[src/rtl/chad_enc.sv]
module chad_enc #(
  parameter int R = 7,
  localparam int N = 1 << R,
  localparam int NP = N - R
) (
  input  logic          clk,
  input  logic          rst_n,
  input  logic          in_valid,
  input  logic          in_first,
  input  logic          in_last,
  input  logic [R-1:0]  in_data,
  output logic          out_valid,
  output logic          out_last,
  output logic [N-1:0]  out_word,
  output logic [NP-1:0] out_parity
);

  function automatic int kept_pos(input int k);
    int cnt;
    int res;
    cnt = 0;
    res = 0;
    for (int p = 0; p < N; p++) begin
      if (!(p != 0 && (p & (p - 1)) == 0)) begin
        if (cnt == k) res = p;
        cnt++;
      end
    end
    return res;
  endfunction

  logic trel_q;
  logic spc_bit;
  logic seed;
  logic coded;
  logic [N-1:0] word_c;

  assign spc_bit = ^in_data;
  assign seed    = in_first ? 1'b0 : trel_q;
  assign coded   = spc_bit ^ seed;

  for (genvar i = 0; i < N; i++) begin : g_row
    localparam logic [R-1:0] ROWSEL = R'(i);
    localparam logic ODDW = ^ROWSEL;
    assign word_c[i] = (^(in_data & ROWSEL)) ^ (coded & ~ODDW);
  end

  for (genvar k = 0; k < NP; k++) begin : g_keep
    localparam int POS = kept_pos(k);
    assign out_parity[k] = out_word[POS];
  end

  always_ff @(posedge clk) begin
    if (!rst_n) begin
      trel_q    <= 1'b0;
      out_valid <= 1'b0;
      out_last  <= 1'b0;
      out_word  <= '0;
    end else begin
      out_valid <= in_valid;
      out_last  <= in_valid & in_last;
      if (in_valid) begin
        trel_q   <= coded;
        out_word <= word_c;
      end
    end
  end

endmodule

[config.mk]
export PLATFORM = sky130hd
export DESIGN_NAME = chad_enc
export DESIGN_NICKNAME = d
export VERILOG_FILES = /design/src/rtl/chad_enc.sv
export SDC_FILE = /design/constraint.sdc
export NUM_CORES = 1
export LEC_CHECK = 0
export CAP_MARGIN = 0
export CORE_ASPECT_RATIO = 0.6
export CORE_MARGIN = 2
export CORE_UTILIZATION = 46
export CTS_CLUSTER_DIAMETER = 150
export DETAILED_ROUTE_END_ITERATION = 16
export PLACE_DENSITY = 0.84
export SYNTH_ARGS = -nofsm -noshare
export SYNTH_HDL_FRONTEND = slang
export SYNTH_SLANG_ARGS = --single-unit
export TNS_END_PERCENT = 20
[constraint.sdc]
create_clock -name clk -period 2.07 [get_ports clk]
set_clock_uncertainty 0.1 [all_clocks]
set_input_delay 0.414 -clock clk [delete_from_list [all_inputs] [get_ports clk]]
set_output_delay 0.414 -clock clk [all_outputs]
set_load 0.01 [all_outputs]
After elaboration in Yosys (flattened, before gate mapping):

Index checks and enable logic that the tools add are counted.

* input port bits: 12
* output and inout bits: 251
* word-level logic and storage cells: 197
* register bits after elaboration: 131

* reductions and logical operators: 127
* bitwise operators: 65
* mux-type cells: 1

Operators with widths (count)
* XOR reduction 7 bit: 127
* XOR 1 bit: 64
* bitwise AND 1 bit: 1
* two-way mux 1 bit: 1

Logic depth before layout (Yosys ltp):

Gate-level depths: netlist of the first run.

* depth in word-level cells: 3
* mapped depth: 7
* depth with buffers taken out: 4

Worst setup path after synthesis of the first run:

Ideal clock, no wire load.

* path kind: input-to-reg
* start point: in in_data[0]
* end point: reg out_word[105]
* data arrival time: 1.793 ns
* slack: 0.107 ns
* path buffers: 2
* stages: 6
* setup time: 0.070 ns
* required time: 1.900 ns
* cells stage by stage: buf_4 -> xnor2_2 -> xnor2_4 -> buf_6 -> xnor3_1 -> a21oi_1

* word-level cells in the longest chain between the ends: 3
* elaborated cells between the ends (all ways): 4
* those cells by class: 2 x bitwise; 2 x reduce/logical

Ends and longest elaborated chain
* start, declared: line 11 `input logic [R-1:0] in_data,`
* XOR reduction 7 bit: line 38 `assign spc_bit = ^in_data;`
* XOR 1 bit: line 40 `assign coded = spc_bit ^ seed;`
* XOR 1 bit (*): line 45 `assign word_c[i] = (^(in_data & ROWSEL)) ^ (coded & ~ODDW);`
* end signal, assigned: line 64 `out_word <= word_c;`
* end, declared: line 14 `output logic [N-1:0] out_word,`

Mark *: on every way between the ends. The rest lies on a longest branch, timed or not.
A chain may end at the register's enable or synchronous reset.

Worst setup path in the final report of the first run:

* start point: in in_data[6]
* end point: reg out_word[114]

Same word-level chain as after synthesis.

==> impl_metrics.yaml, run 1 <==
outcome:
  outcome: "finished clean"
setup_path:
  path_cells: "clkdlybuf4s50_1 -> buf_4 -> xnor2_1 -> xnor3_2 -> buf_12 -> xnor3_1 -> a21oi_1"
  worst_ep_arrival_time_ns: 2.26
  critPathSlowestCell: "clkdlybuf4s50_1"
  launching_instance_or_port_of_the_critical_path: "in_data[6]"
  crit_type: "in -> reg"
  timing.critical_path.from_type: "input port"
  worst_path_largest_cell_delay_ns: 0.41
  category_of_the_worst_setup_path_capture_point: "flop"
  cp_data_required_time_ns: 2.31
  crit-reg2reg-launch: "out_word[0]"
  path_max_fanout: 33
routing:
  postRouteWirelength_mm: 20.38
  postRouteAntennaNets: 0
  drcViolationCount: 0
  drt-pass1-iter-count: 5
  route.vias.total: 5513
  dr.first_iter.drc_count: 320
  wire_per_inst_um: 17.94
  viasPerCell: 4.853
global_routing:
  pin_count_of_the_biggest_net_entering_global_routing: 54
  grt-ovfl-total: 0
  grt_first_pass_wirelength_mm: 30.59
  globalRouteTotalUtil_pct: 23.41
  grt_antenna_before_repair: 0
  via_count_of_the_first_global_routing_pass: 5358
synth:
  synth_fa_ha_area_share_pct: 0
  syn-cell-area_um2: 7403
  synth_nets: 743
  synth-xor-area-share_pct: 26.23
  synthDistinctLibCells: 30
  postSynthCellCount: 731
  synth_area_per_inst_um2: 10.13
  muxShareOfSynthArea_pct: 7.994
  synth-compound-area-share_pct: 7.876
  synth.yosys.warnings: 0
  synth_top_family_by_area: "XOR/XNOR gates"
  synth_sequential_area_ratio_pct: 35.15
  synthSimpleGateAreaFrac_pct: 6.101
  synthesis_stage_register_bit_count: 130
clocking:
  tritoncts_clock_tree: "done"
  cts_inserted_buffers: 17
  clkLatencyLatePin_ns: 0.41
  clk_pin_slew_worst_paths_ns: 0.06
  cts.sink_count: 130
  cts.repair_timing.setup_buffer_count: 0
  cts_max_level: 4
  clk_path_buf_depth: 2
  clock-root-buffer: "clkbuf_16"
flow_run:
  maxCapViolCount: 0
placed_design:
  gp_routability_congestion: 0.8371
  placed_area_um2: 9812
  place.detailed.hpwl_mm: 14.89
  port-buffer-count: 262
sta:
  worst_hold_slack_ns: 0.2672
  setup_viol: 0
  finalWorstPathRequiredPeriod_ns: 2.024
  maxSlewViolCount: 0
  timing.slew.headroom_pct: 58.90
  fmax_mhz: 494.2
  max_slew.worst_pin.slew_ns: 0.6135
  final_min_period_over_clock_period_pct: 97.76
  grt_setup_unrepaired: "true"
  final_hold_viol_count: 0
cells_and_area:
  mostFrequentLayoutCells: "clkdlybuf4s50_1 (261), dfxtp_1 (130), nor2_1 (101), xnor2_1 (81), buf_4 (77)"
  leading_cell_type_in_the_layout_fill_and_taps_excluded: "clkdlybuf4s50_1"
  nNetsFinal: 932
  final_util_pct: 67.64
  finalInstanceArea_um2: 10520
  layout-area-overhead-vs-synth_pct: 42.03
  fillCellCount: 1256
  layout-drive-gt1-share_pct: 14.79
  insertedDiodeCount: 0
floorplan:
  core_region_area_um2: 15550
  std_cell_rows: 35
  die-width_um: 167.8
  die_area_um2: 17160
  initial_core_util_pct: 47.62
  chipHeight_um: 102.3
  io_pins: 263
power_and_ir_drop:
  static_leakage_uw: 0.004402
  worst_ir_drop_vdd_uv: 505.5
  power-per-cell-area_nw_per_um2: 932.2
min_path:
  min_delay_path_class: "in -> reg"
  hold_path.startpoint: "in_valid"
-- power breakdown --
part | switching, uW | internal (uW) | total (uW)
sequential | 258 | 2800 | 3060
combinational | 1450 | 2140 | 3590
clock | 1160 | 2000 | 3150
total | 2860 | 6940 | 9800
-- routing by layer --
layer	global-route usage [%]	part of all wire, %	wire (um)
met5	0	0	0
met4	6.622	0.64	131
met2	36.52	45	9203
met3	4.841	5.4	1093
met1	33.16	49	9950
-- stage by stage --
| stage | power, uW | setup WS [ns] | TNS [ns] | cells |
|---|---|---|---|---|
| floorplan | 5336 | 0.1071 | 0 | 731 |
| global placement | 6629 | -0.5633 | -25.96 | 1104 |
| detailed placement | 6675 | -0.5820 | -28.76 | 1104 |
| CTS | 9859 | 0.01743 | 0 | 1136 |
| global route | 10220 | -0.04495 | -0.3080 | 1136 |
| finish | 9802 | 0.04638 | 0 | 1136 |
-- worst paths after layout --
| kind | to | slack (ns) | cells after the start |
|---|---|---|---|
| worst max-delay path | out_word[114] | 0.05 | 7 |
| worst min-delay path | out_word[24] | 0.27 | 2 |
| worst max register to register | out_word[66] | 0.17 | 5 |
| worst min register to register | out_word[16] | 0.40 | 2 |
-- kinds of logic after synthesis --
| group | Yosys count |
|---|---|
| xor+xnor | 152 |
| compound gates | 96 |
| buf+inv | 181 |
| flops | 130 |
| simple gates | 113 |
| mux | 59 |
-- sequential cells by signal, summed over array words and instances (netlist names) --
register   flops
out_word     128
out_last       1
out_valid      1
-- Yosys cell counts --
cell type	count	area share [%]
xor2_1	20	2.4
nor3_1	1	0.068
clkinv_1	1	0.051
xnor2_4	2	0.74
xnor2_1	85	10
mux2i_1	58	7.8
nand2_1	1	0.051
a211oi_2	1	0.17
buf_2	7	0.47
dfxtp_1	130	35
xor3_1	8	2.6
nor2b_2	1	0.12
xnor3_1	28	8.5
buf_4	129	13
nand2b_1	4	0.34
nor2b_1	3	0.25
buf_6	8	1.2
o21ai_0	29	2.0
clkbuf_1	23	1.2
buf_1	10	0.51
inv_1	3	0.15
o21a_1	3	0.30
nor2_1	101	5.1
nand3_1	1	0.068
a21oi_1	27	1.8
xnor2_2	9	2.0
and3_1	1	0.085
mux2_2	1	0.15
a211oi_1	34	3.4
a31oi_1	2	0.17
-- critical path: cells and delay by family --
| family | cells | cell delay [ns] |
|---|---|---|
| XOR/XNOR | 3 | 0.88 |
| buffers and inverters | 3 | 0.78 |
| AO/OA/AOI/OAI | 1 | 0.16 |
-- repair_timing --
item / 4_1_cts / 5_1_grt
resized for setup: 3 / 6
hold buffers: 0 / 0
setup endpoints to repair: 8 / 19
pin swaps: 0 / 0
-- area by class of cell --
| cell class | instances | area [um^2] | share of cell area [%] |
|---|---|---|---|
| clock buffer | 21 | 470.5 | 4.474 |
| multi-input combinational | 420 | 3657 | 34.78 |
| inverter | 4 | 16.27 | 0.1547 |
| tap | 203 | 254.0 | 2.416 |
| sequential | 130 | 2603 | 24.75 |
| clock inverter | 11 | 152.6 | 1.452 |
| timing repair buffer | 347 | 3362 | 31.97 |
(Power assumes the default switching activity.)
==> run 2, diff against run 1 <==
- SLEW_MARGIN: default -> 20
==> results of run 2 <==
The final DEF is identical to that of run 1; final timing and power are the same.
